===== config.mk =====
export PLATFORM = sky130hd
export DESIGN_NAME = shift_add_alu
export DESIGN_NICKNAME = d
export VERILOG_FILES = /design/src/rtl/shift_add_alu_pkg.sv /design/src/rtl/cla_nibble.sv /design/src/rtl/cla_chain.sv /design/src/rtl/operand_sel.sv /design/src/rtl/shift_add_alu.sv
export SDC_FILE = /design/constraint.sdc
export NUM_CORES = 1
export LEC_CHECK = 0
export ABC_AREA = 1
export BUFFER_PORTS_ARGS = -buffer_cell sky130_fd_sc_hd__clkbuf_2
export CORE_MARGIN = 4
export CORE_UTILIZATION = 48
export DETAILED_ROUTE_END_ITERATION = 8
export PLACE_DENSITY = 0.8
export SLEW_MARGIN = 0
export SYNTH_ARGS = -nofsm -noshare
export SYNTH_HDL_FRONTEND = slang
export SYNTH_SLANG_ARGS = --single-unit

===== constraint.sdc =====
create_clock -name clk -period 0.9 [get_ports clk]
set_clock_uncertainty 0.2 [all_clocks]
set_input_delay 0.045 -clock clk [delete_from_list [all_inputs] [get_ports clk]]
set_output_delay 0.045 -clock clk [all_outputs]
set_load 0.02 [all_outputs]

===== src/rtl/shift_add_alu_pkg.sv =====
package shift_add_alu_pkg;
  localparam int unsigned NIB_W  = 4;
  localparam int unsigned NIB_N  = 2;
  localparam int unsigned DATA_W = NIB_W * NIB_N;

  typedef enum logic [1:0] {
    BSRC_PLAIN    = 2'd0,
    BSRC_INVERTED = 2'd1,
    BSRC_FEEDBACK = 2'd2
  } bsrc_e;
endpackage


===== src/rtl/cla_nibble.sv =====
module cla_nibble #(
  parameter int unsigned N = 4
) (
  input  logic [N-1:0] a,
  input  logic [N-1:0] b,
  input  logic         cin,
  output logic [N-1:0] sum,
  output logic         cout
);
  logic [N-1:0] prop;
  logic [N-1:0] gen;
  logic [N:0]   cy;

  assign prop = a ^ b;
  assign gen  = a & b;

  // every carry formed directly from g/p terms and cin, no ripple
  always_comb begin
    cy[0] = cin;
    for (int j = 0; j < N; j++) begin
      logic acc;
      logic chain;
      acc   = gen[j];
      chain = prop[j];
      for (int k = j - 1; k >= 0; k--) begin
        acc   = acc | (gen[k] & chain);
        chain = chain & prop[k];
      end
      cy[j+1] = acc | (cin & chain);
    end
  end

  assign sum  = prop ^ cy[N-1:0];
  assign cout = cy[N];
endmodule


===== src/rtl/cla_chain.sv =====
module cla_chain #(
  parameter int unsigned NIB_W = 4,
  parameter int unsigned NIB_N = 2,
  localparam int unsigned W    = NIB_W * NIB_N
) (
  input  logic [W-1:0] a,
  input  logic [W-1:0] b,
  input  logic         cin,
  output logic [W-1:0] sum,
  output logic         cout
);
  logic [NIB_N:0] link;

  assign link[0] = cin;

  for (genvar n = 0; n < NIB_N; n++) begin : g_stage
    cla_nibble #(.N(NIB_W)) u_nib (
      .a    (a[n*NIB_W +: NIB_W]),
      .b    (b[n*NIB_W +: NIB_W]),
      .cin  (link[n]),
      .sum  (sum[n*NIB_W +: NIB_W]),
      .cout (link[n+1])
    );
  end

  assign cout = link[NIB_N];
endmodule


===== src/rtl/operand_sel.sv =====
module operand_sel
  import shift_add_alu_pkg::*;
#(
  parameter int unsigned W = 8
) (
  input  logic [W-1:0] op_a,
  input  logic [W-1:0] op_b,
  input  logic         mult_bit,
  input  logic [W-1:0] fb_val,
  input  logic         direct_mode,
  input  logic         invert_b,
  input  logic         fb_clear,
  output logic [W-1:0] add_a,
  output logic [W-1:0] add_b,
  output logic         cin
);
  logic  pass_a;
  bsrc_e bsrc;

  assign pass_a = direct_mode | mult_bit;

  always_comb begin
    if (!direct_mode)  bsrc = BSRC_FEEDBACK;
    else if (invert_b) bsrc = BSRC_INVERTED;
    else               bsrc = BSRC_PLAIN;
  end

  always_comb begin
    add_a = pass_a ? op_a : '0;
    unique case (bsrc)
      BSRC_PLAIN:    add_b = op_b;
      BSRC_INVERTED: add_b = ~op_b;
      BSRC_FEEDBACK: add_b = fb_clear ? '0 : fb_val;
      default:       add_b = '0;
    endcase
    cin = (bsrc == BSRC_INVERTED);
  end
endmodule


===== src/rtl/shift_add_alu.sv =====
module shift_add_alu
  import shift_add_alu_pkg::*;
#(
  parameter int unsigned NIB_W = shift_add_alu_pkg::NIB_W,
  parameter int unsigned NIB_N = shift_add_alu_pkg::NIB_N,
  localparam int unsigned W    = NIB_W * NIB_N
) (
  input  logic         clk,
  input  logic         rst_n,
  input  logic [W-1:0] op_a,
  input  logic [W-1:0] op_b,
  input  logic         direct_mode,
  input  logic         invert_b,
  input  logic         fb_clear,
  input  logic         step_en,
  input  logic         drive_en,
  output logic [W-1:0] result,
  output logic         carry_out,
  output logic         overflow,
  output logic         result_oe
);
  // reset: asserted asynchronously, released through two flops
  logic [1:0] rst_sync_q;
  logic       rst_int_n;

  always_ff @(posedge clk or negedge rst_n) begin
    if (!rst_n) rst_sync_q <= 2'b00;
    else        rst_sync_q <= {rst_sync_q[0], 1'b1};
  end
  assign rst_int_n = rst_sync_q[1];

  // state
  logic [W-1:0] sum_q,  sum_d;
  logic         cy_q,   cy_d;
  logic         ovf_q,  ovf_d;
  logic         oe_q,   oe_d;
  logic [W-1:0] mplr_q, mplr_d;

  // datapath
  logic [W-1:0] mplr_eff;
  logic [W-1:0] fb_val;
  logic [W-1:0] add_a, add_b, add_sum;
  logic         add_cin, add_cout;

  assign mplr_eff = fb_clear ? op_b : mplr_q;
  assign fb_val   = {cy_q, sum_q[W-1:1]};

  operand_sel #(.W(W)) u_sel (
    .op_a        (op_a),
    .op_b        (op_b),
    .mult_bit    (mplr_eff[0]),
    .fb_val      (fb_val),
    .direct_mode (direct_mode),
    .invert_b    (invert_b),
    .fb_clear    (fb_clear),
    .add_a       (add_a),
    .add_b       (add_b),
    .cin         (add_cin)
  );

  cla_chain #(.NIB_W(NIB_W), .NIB_N(NIB_N)) u_add (
    .a    (add_a),
    .b    (add_b),
    .cin  (add_cin),
    .sum  (add_sum),
    .cout (add_cout)
  );

  // next state
  always_comb begin
    sum_d  = sum_q;
    cy_d   = cy_q;
    ovf_d  = ovf_q;
    mplr_d = mplr_q;
    oe_d   = drive_en;
    if (step_en) begin
      sum_d = add_sum;
      cy_d  = add_cout;
      ovf_d = direct_mode & (add_a[W-1] == add_b[W-1]) & (add_sum[W-1] != add_a[W-1]);
      if (!direct_mode) mplr_d = {1'b0, mplr_eff[W-1:1]};
    end
  end

  // registers
  always_ff @(posedge clk or negedge rst_int_n) begin
    if (!rst_int_n) begin
      sum_q  <= '0;
      cy_q   <= 1'b0;
      ovf_q  <= 1'b0;
      oe_q   <= 1'b0;
      mplr_q <= '0;
    end else begin
      sum_q  <= sum_d;
      cy_q   <= cy_d;
      ovf_q  <= ovf_d;
      oe_q   <= oe_d;
      mplr_q <= mplr_d;
    end
  end

  assign result    = oe_q ? sum_q : '0;
  assign carry_out = cy_q;
  assign overflow  = ovf_q;
  assign result_oe = oe_q;
endmodule


==> results.cfg, run 1 <==
[synth]
ys_seq_area_share_pct = 34.39
synth_cell_types = 30
synth-compound-area-share_pct = 13.24
ys.warnings.count = 0
synth_ff_type = dfrtp_1
synthTopCellsByCount = 58 x nand2_1, 34 x inv_1, 25 x nor2_1
synthSimpleGateAreaFrac_pct = 29.92
synthAdderAreaFrac_pct = 9.630
synth_enable_flop_cells = 0
ys_ff_latch = 20
synth_top_area_cell = dfrtp_1
synthMuxAreaShare_pct = 0
synth_area_leaders = dfrtp_1 34%, nand2_1 15%, inv_1 8.8%
synthMostInstantiatedCell = nand2_1
synth_area_sq_um = 1455
synth_top_area_share_pct = 34.39
synth_top_family_by_area = simple AND/OR/NAND/NOR gates
avgSynthCellArea_sq_um = 7.064
syn_nets = 239
async_flop_share_pct = 100.0
syn_inst = 206
synthXorXnorAreaFrac_pct = 1.806

[setup_path]
path_cells = inv_2, nor2_2, nor3_4, nor2_1, ha_1, nand2_2, nor2_4, nand3_2, nand3_2, inv_2, fa_2, o21ai_2
path_class = register to register
crit_path_end_kind = register
crit_buf_inv = 2
required_ps = 920
path_max_fanout = 4
cp-start-kind = register
critical_path_arrival_ps = 2520
cp_slowest_cell = fa_2
cp_top_family = adder cells
slowest_delay_ps = 520

[timing]
period_share_pct = 277.7
hold_slack_ps = -115.6
setup_viol = 25
period_needed_ps = 2499
slew_viol_final = 0
fmax_mhz = 400.1
setup_ws_ps = -1599
rsz0062_at_grt = yes
finalHoldViolations = 19

[power_and_ir_drop]
power_density_nw_per_um2 = 1602
ir_worst_vdd_mv = 1.198
p_leak_nw = 1.375

[floorplanning]
die_h_um = 63.06
num_rows = 19
start_util_pct = 51.44
die_x_um = 63.06
ios = 34
core_area_sq_um = 2829
die_area_sq_um = 3977

[cells_and_area]
design_area_sq_um = 2526
fin_cells = 333
final_util_pct = 89.30
drive_above_1_share_pct = 49.67
fin_nets = 336
areaGrowthSynthToFinish_pct = 73.60
fillerInstances = 136
antennaDiodeCount = 0

[run_status]
outcome = complete, but fails checks
violations = hold timing, setup timing

[cts]
insertion_delay_ps = 310
htreeDepth = 1
cts.clk_slew.worst_paths_ps = 130
hold_buffers = 5
clk_path_buf_depth = 2
clock-sinks = 20
cts_tree = built
cts_root_buf = clkbuf_4
cts_buffers = 3

[global_routing]
grt_max_degree = 13
grt_pass1_vias = 1823
track_usage_pct = 27.34
overflow = 0
antenna_found_initial = 0
grt_first_pass_wirelength_um = 8493

[run]
max_cap_violations = 0

[route]
vias = 1885
first_pass_iters = 5
drc = 0
drt.antenna.violating_nets = 0
drtIter0Drc = 202
wl_um = 5749
wl_per_cell_um = 17.26
viasPerCell = 5.661

[placed_design]
pre_cts_slack_ps = -1447
dp.cells = 313
place.gp.congestion = 0.8640
hpwlAfterDp_um = 3198
port_buffers = 33
dpl_cell_area_sq_um = 2023

[hold_path]
hold_class = input pin to register
==> path summary, 6_finish.rpt <==
| check | startpoint | end | slack, ps | depth (start not counted) |
|---|---|---|---|---|
| max in group asynchronous | rst_n | rst_sync_q[0] | 40 | 3 |
| hold / removal | op_b[4] | mplr_q[3] | -120 | 3 |
| setup / recovery | mplr_q[0] | sum_q[4] | -1600 | 12 |
| min in group asynchronous | rst_sync_q[1] | sum_q[5] | -30 | 1 |
| hold reg to reg | rst_sync_q[1] | sum_q[5] | -30 | 1 |
| setup reg to reg | mplr_q[0] | sum_q[4] | -1600 | 12 |
==> layout make-up <==
class                   count  area, sq um  area share (%)
clock inverters             1        30.03           1.189
inverters                  36        136.4           5.399
clock buffers               3        22.52          0.8915
well taps                  31        38.79           1.535
flip-flops and latches     20        501.7           19.86
repair buffers             96        813.3           32.19
multi-input cells         146        983.4           38.93
==> cells by family (layout without fill, tap and decap cells) <==
group	after synthesis	count (layout)
AND/OR/NAND/NOR	101	101
buffers and inverters	40	136
AO/OA/AOI/OAI	31	31
flip-flops	20	20
adder cells (fa/ha/maj)	10	10
XOR/XNOR	3	3
other	1	1
==> power by group <==
group	internal, mW	switching [mW]
registers	1.06	0.120
clock network	0.450	0.319
logic	1.07	1.03
total	2.58	1.47
==> placed cells by master (no fill, tap or decap), types with 4 or more instances in the layout <==
master         count
nand3_1            8
dfrtp_1           19
inv_2             12
o21ai_0            5
buf_8             10
nand2_1           45
o21ai_2            4
nor2_2             5
o211ai_1           7
clkbuf_2          22
nand2_2            6
nand2_4           11
ha_1               4
nor2_1            18
buf_6              8
dlygate4sd3_1      5
inv_1             23
buf_4             49
==> registers in the layout, summed over array words and instances (netlist names) <==
| signal | count |
|---|---|
| carry_out | 1 |
| rst_sync_q | 2 |
| sum_q | 8 |
| mplr_q | 7 |
| result_oe | 1 |
| overflow | 1 |
==> per-stage QoR <==
| step | TNS, ps | total power, mW |
|---|---|---|
| global placement | -14180 | 2.558 |
| CTS | -18430 | 3.759 |
| global route | -20970 | 4.280 |
| floorplan | -11190 | 1.947 |
| finish | -19310 | 4.048 |
| detailed placement | -15050 | 2.603 |
==> worst min-delay path: cells and delay by family <==
family	cells	cell delay [ps]
buf+inv	1	130
compound gates	2	180
==> layer usage <==
layer,part of all wire (%),vias to the layer above,wire length (um),global-route usage (%)
met4,5.8,0,335,12.95
met1,35,870,2023,33.33
li1,-,845,-,-
met5,0,-,0,0
met3,9.3,37,533,5.151
met2,50,133,2856,46.25
==> timing repair <==
item | 4_1_cts | 5_1_grt
cloned | 1 | 0
setup endpoints to repair | 22 | 27
setup buffers | 7 | 7
endpoints found under the hold margin | 25 | 19
resized for setup | 57 | 29
pin swaps | 17 | 19
No activity file was read; power rests on OpenSTA's default activity.
==> run 2: changes to the inputs <==
--- a/config.mk
+++ b/config.mk
@@ -10,7 +10,9 @@
 export CORE_MARGIN = 4
 export CORE_UTILIZATION = 48
 export DETAILED_ROUTE_END_ITERATION = 8
+export GPL_ROUTABILITY_DRIVEN = 0
 export PLACE_DENSITY = 0.8
+export RECOVER_POWER = 100
 export SLEW_MARGIN = 0
 export SYNTH_ARGS = -nofsm -noshare
 export SYNTH_HDL_FRONTEND = slang
==> results.cfg, run 2 (synthesized netlist as in run 1, its figures left out) <==
[run_status]
outcome = complete, but fails checks
violations = hold timing, setup timing

[global_routing]
grt_pass1_vias = 1823
track_usage_pct = 27.34
grt_first_pass_wirelength_um = 8493
overflow = 0
grt_max_degree = 13
antenna_found_initial = 0

[cts]
cts_root_buf = clkbuf_4
clock-sinks = 20
clk_path_buf_depth = 2
insertion_delay_ps = 320
htreeDepth = 1
cts_tree = built
cts.clk_slew.worst_paths_ps = 130
cts_buffers = 3
hold_buffers = 5

[timing]
slew_viol_final = 0
hold_slack_ps = -122.3
finalHoldViolations = 13
setup_viol = 24
rsz0062_at_grt = yes
fmax_mhz = 399.0
final.setup.tns_ps = -19460
setup_ws_ps = -1607
period_share_pct = 278.5
period_needed_ps = 2507

[cells_and_area]
drive_above_1_share_pct = 49.01
antennaDiodeCount = 0
largest_reg_flops = 8
final_cell_mix = 47 x buf_4, 45 x nand2_1, 23 x inv_1, 23 x clkbuf_2, 19 x dfrtp_1
largest_register = sum_q
layout_commonest_cell = buf_4
fin_nets = 336
areaGrowthSynthToFinish_pct = 72.91
largestRegisters = sum_q: 8 flops, mplr_q: 7 flops, rst_sync_q: 2 flops

[route]
vias = 1895
wl_per_cell_um = 17.08
wl_um = 5686
viasPerCell = 5.691
drt.antenna.violating_nets = 0
drc = 0
first_pass_iters = 5
drtIter0Drc = 179

[setup_path]
path_max_fanout = 4
crit_path_end_kind = register
critical_path_arrival_ps = 2530
path_class = register to register
cp-start-kind = register
required_ps = 920

[floorplanning]
die_area_sq_um = 3977
num_rows = 19
die_h_um = 63.06
start_util_pct = 51.44
ios = 34
die_x_um = 63.06
core_area_sq_um = 2829

[power_and_ir_drop]
finalPower_mw = 4.041
power_density_nw_per_um2 = 1606
p_leak_nw = 1.370
ir_worst_vdd_mv = 1.204

[placed_design]
hpwlAfterDp_um = 3198
port_buffers = 33

[run]
max_cap_violations = 0

[hold_path]
hold_class = input pin to register
[run 2: worst max-delay path: stages (launching register included)]
cell     delay, ps
dfrtp_1        400
inv_2           70
nor2_2          40
nor3_4         220
nor2_1          90
ha_1           330
nand2_2        100
nor2_4         140
nand3_2        120
nand3_2         90
inv_2           40
fa_2           520
o21ai_2         50
[run 2: worst paths after layout]
| path | start | to | slack [ps] | cells past startpoint |
|---|---|---|---|---|
| min in group asynchronous | rst_sync_q[1] | overflow | 30 | 1 |
| max in group asynchronous | rst_n | rst_sync_q[0] | 40 | 3 |
| worst min-delay path | op_b[4] | mplr_q[3] | -120 | 3 |
| worst max-delay path | mplr_q[0] | sum_q[4] | -1610 | 12 |
| worst min register to register | rst_sync_q[1] | overflow | 30 | 1 |
| worst max register to register | mplr_q[0] | sum_q[4] | -1610 | 12 |
[run 2: what timing repair did]
item | 4_1_cts | 5_1_grt
setup endpoints to repair | 22 | 27
pin swaps | 17 | 19
endpoints found under the hold margin | 25 | 19
cloned | 1 | 0
buffers inserted | 7 | 7
resized for setup | 57 | 29
[run 2: layer usage]
| metal | GRT usage (%) | up-vias | share of wire (%) |
|---|---|---|---|
| met1 | 33.33 | 876 | 36 |
| met5 | 0 | - | 0 |
| met2 | 46.25 | 138 | 50 |
| met3 | 5.151 | 34 | 8.6 |
| li1 | - | 847 | - |
| met4 | 12.95 | 0 | 5.2 |
[run 2: power by group]
| group | internal (mW) | switching [mW] | total [mW] |
|---|---|---|---|
| registers | 1.06 | 0.118 | 1.17 |
| clock network | 0.451 | 0.322 | 0.772 |
| logic | 1.06 | 1.03 | 2.09 |
[run 2: layout make-up]
class	instances	area, sq um
clock buffers	3	22.52
well taps	31	38.79
clock inverters	1	30.03
flip-flops and latches	20	501.7
multi-input cells	146	979.7
fillers	141	312.8
inverters	36	136.4
repair buffers	96	807.0
[run 2: metrics by stage]
| stage | cells | setup WS (ps) | utilization, % | instance area (sq um) |
|---|---|---|---|---|
| 5_1_grt | 333 | -1663 | 88.94 | 2516 |
| 4_1_cts | 329 | -1466 | 85.76 | 2426 |
| 2_1_floorplan | 206 | -1461 | - | 1496 |
| 6_report | 333 | -1607 | 88.94 | 2516 |
| 3_5_place_dp | 313 | -1447 | 71.52 | 2023 |
| 3_3_place_gp | 313 | -1395 | 71.52 | 2023 |
==> run 3: changes to the inputs <==
--- a/config.mk
+++ b/config.mk
@@ -11,7 +11,7 @@
 export CORE_UTILIZATION = 48
 export DETAILED_ROUTE_END_ITERATION = 8
 export GPL_ROUTABILITY_DRIVEN = 0
-export PLACE_DENSITY = 0.8
+export PLACE_DENSITY = 0.75
 export RECOVER_POWER = 100
 export SLEW_MARGIN = 0
 export SYNTH_ARGS = -nofsm -noshare
==> results.cfg, run 3 (synthesized netlist as in run 1, its figures left out) <==
[cts]
clk_path_buf_depth = 2
cts.clk_slew.worst_paths_ps = 130
cts_tree = built
htreeDepth = 1
clock-sinks = 20
cts_buffers = 3
cts_root_buf = clkbuf_4
hold_buffers = 4
insertion_delay_ps = 320

[floorplanning]
num_rows = 19
die_area_sq_um = 3977
ios = 34
die_h_um = 63.06
start_util_pct = 51.44
core_area_sq_um = 2829
die_x_um = 63.06

[setup_path]
path_class = register to register
r2r_slack_ps = -1520
r2r_cells = 12
cp-start-kind = register
path_max_fanout = 5
reg2reg_from = mplr_q[0]
crit_path_end_kind = register
worstReg2RegEnd = sum_q[4]
required_ps = 920
critical_path_arrival_ps = 2440

[timing]
setup_viol = 23
period_share_pct = 269.2
fmax_mhz = 412.8
hold_slack_ps = -161.9
period_needed_ps = 2423
slew_viol_final = 0
finalHoldViolations = 18
setup_ws_ps = -1523
rsz0062_at_grt = yes

[route]
wl_per_cell_um = 14.28
drc = 0
first_pass_iters = 5
vias = 1728
drt.antenna.violating_nets = 0
drtIter0Drc = 169
wl_um = 4741
viasPerCell = 5.205

[run_status]
violations = hold timing, setup timing
outcome = complete, but fails checks

[power_and_ir_drop]
ir_worst_vdd_mv = 1.162
finalPower_mw = 3.578
power_density_nw_per_um2 = 1511
p_seq_share_pct = 32.5
p_int_mw = 2.256
pwr-share-clk_pct = 15.5
comb_power_share_pct = 52.0
switching_share_pct = 36.95
p_leak_nw = 1.323
switching_power_mw = 1.322

[cells_and_area]
antennaDiodeCount = 0
fin_nets = 335
fin_cells = 332
final_cell_mix = 52 x buf_4, 48 x nand2_1, 23 x inv_1, 22 x nor2_1, 21 x clkbuf_2
drive_above_1_share_pct = 45.51
largestRegisters = sum_q: 8 flops, mplr_q: 7 flops, rst_sync_q: 2 flops
areaGrowthSynthToFinish_pct = 62.77
largest_register = sum_q
layout_commonest_cell = buf_4
largest_reg_flops = 8

[placed_design]
hpwlAfterDp_um = 3109
port_buffers = 33
dp.cells = 312

[global_routing]
grt_first_pass_wirelength_um = 7148
antenna_found_initial = 0
grt_max_degree = 19
overflow = 0
grt_pass1_vias = 1587
track_usage_pct = 22.80

[hold_path]
hold_class = input pin to asynchronous set/reset pin

[run]
max_cap_violations = 0
-- run 3: cell types whose count changed in the layout (fill, tap and decap cells not counted), moves of 2 or more --
cell           change
o21ai_1            +3
ha_4               -3
dlygate4sd3_1      -2
o21ai_2            -2
nor2_2             -4
clkbuf_2           -2
ha_1               +3
buf_4              +5
nor2_1             +4
nand2_4            -5
nand2_1            +3
nand2_2            +2
-- run 3: timing repair --
action                                 4_1_cts  5_1_grt
endpoints found under the hold margin       29       15
setup endpoints to repair                   22       30
resized for setup                           39       27
setup buffers                                7        6
pin swaps                                   12       16
-- run 3: final cells by class --
type / count / area, sq um
multi-input cells: 146 / 893.4
repair buffers: 95 / 759.5
flip-flops and latches: 20 / 501.7
fillers: 171 / 460.4
inverters: 36 / 138.9
well taps: 31 / 38.79
clock buffers: 4 / 36.28
-- run 3: metal layers --
metal | part of all wire [%] | up-vias | GRT usage [%] | wire [um]
met4 | 2.0 | 0 | 8.540 | 97
met5 | 0 | - | 0 | 0
met1 | 39 | 802 | 27.91 | 1863
li1 | - | 847 | - | -
met3 | 4.8 | 11 | 2.131 | 229
met2 | 54 | 68 | 41.11 | 2549
-- run 3: critical path, stage by stage, from the launching register on --
cell and delay (ps):
dfrtp_1 410, inv_2 70, nor2_2 40, nor3_4 200, nor2_1 90, ha_1 330
nand2_2 100, nor2_4 110, nand3_2 70, nand3_2 90, inv_2 40, fa_2 510
o21ai_1 60
-- run 3: how the worst max path moves through the flow --
stage / endpoint / startpoint / cells past startpoint / slack, ps
5_1_grt: sum_q[4] / mplr_q[0] / 12 / -1630
4_1_cts: sum_q[4] / mplr_q[0] / 12 / -1500
3_3_place_gp: sum_q[5] / mplr_q[0] / 13 / -1400
2_1_floorplan: sum_q[5] / mplr_q[0] / 13 / -1460
6_report: sum_q[4] / mplr_q[0] / 12 / -1520
3_5_place_dp: sum_q[5] / mplr_q[0] / 13 / -1510
-- run 3: metrics by stage --
step	area (sq um)	hold WS, ps	TNS (ps)	utilization, %	worst slack (ps)
after floorplan	1496	-450.6	-11190	-	-1461
after global placement	2028	-369.5	-13840	71.69	-1402
after detailed placement	2028	-366.9	-14640	71.69	-1505
after CTS	2281	-134.5	-17370	80.63	-1505
after global routing	2369	-117.0	-19260	83.72	-1633
final	2369	-161.9	-17550	83.72	-1523
-- run 3: power by group through the flow --
stage	Combinational (mW)	Clock, mW	Sequential (mW)
final	1.86	0.553	1.16
after global routing	2.02	0.599	1.18
after CTS	1.66	0.561	1.15
after detailed placement	1.43	0	1.18
after global placement	1.39	0	1.17
after floorplan	0.748	0	1.20
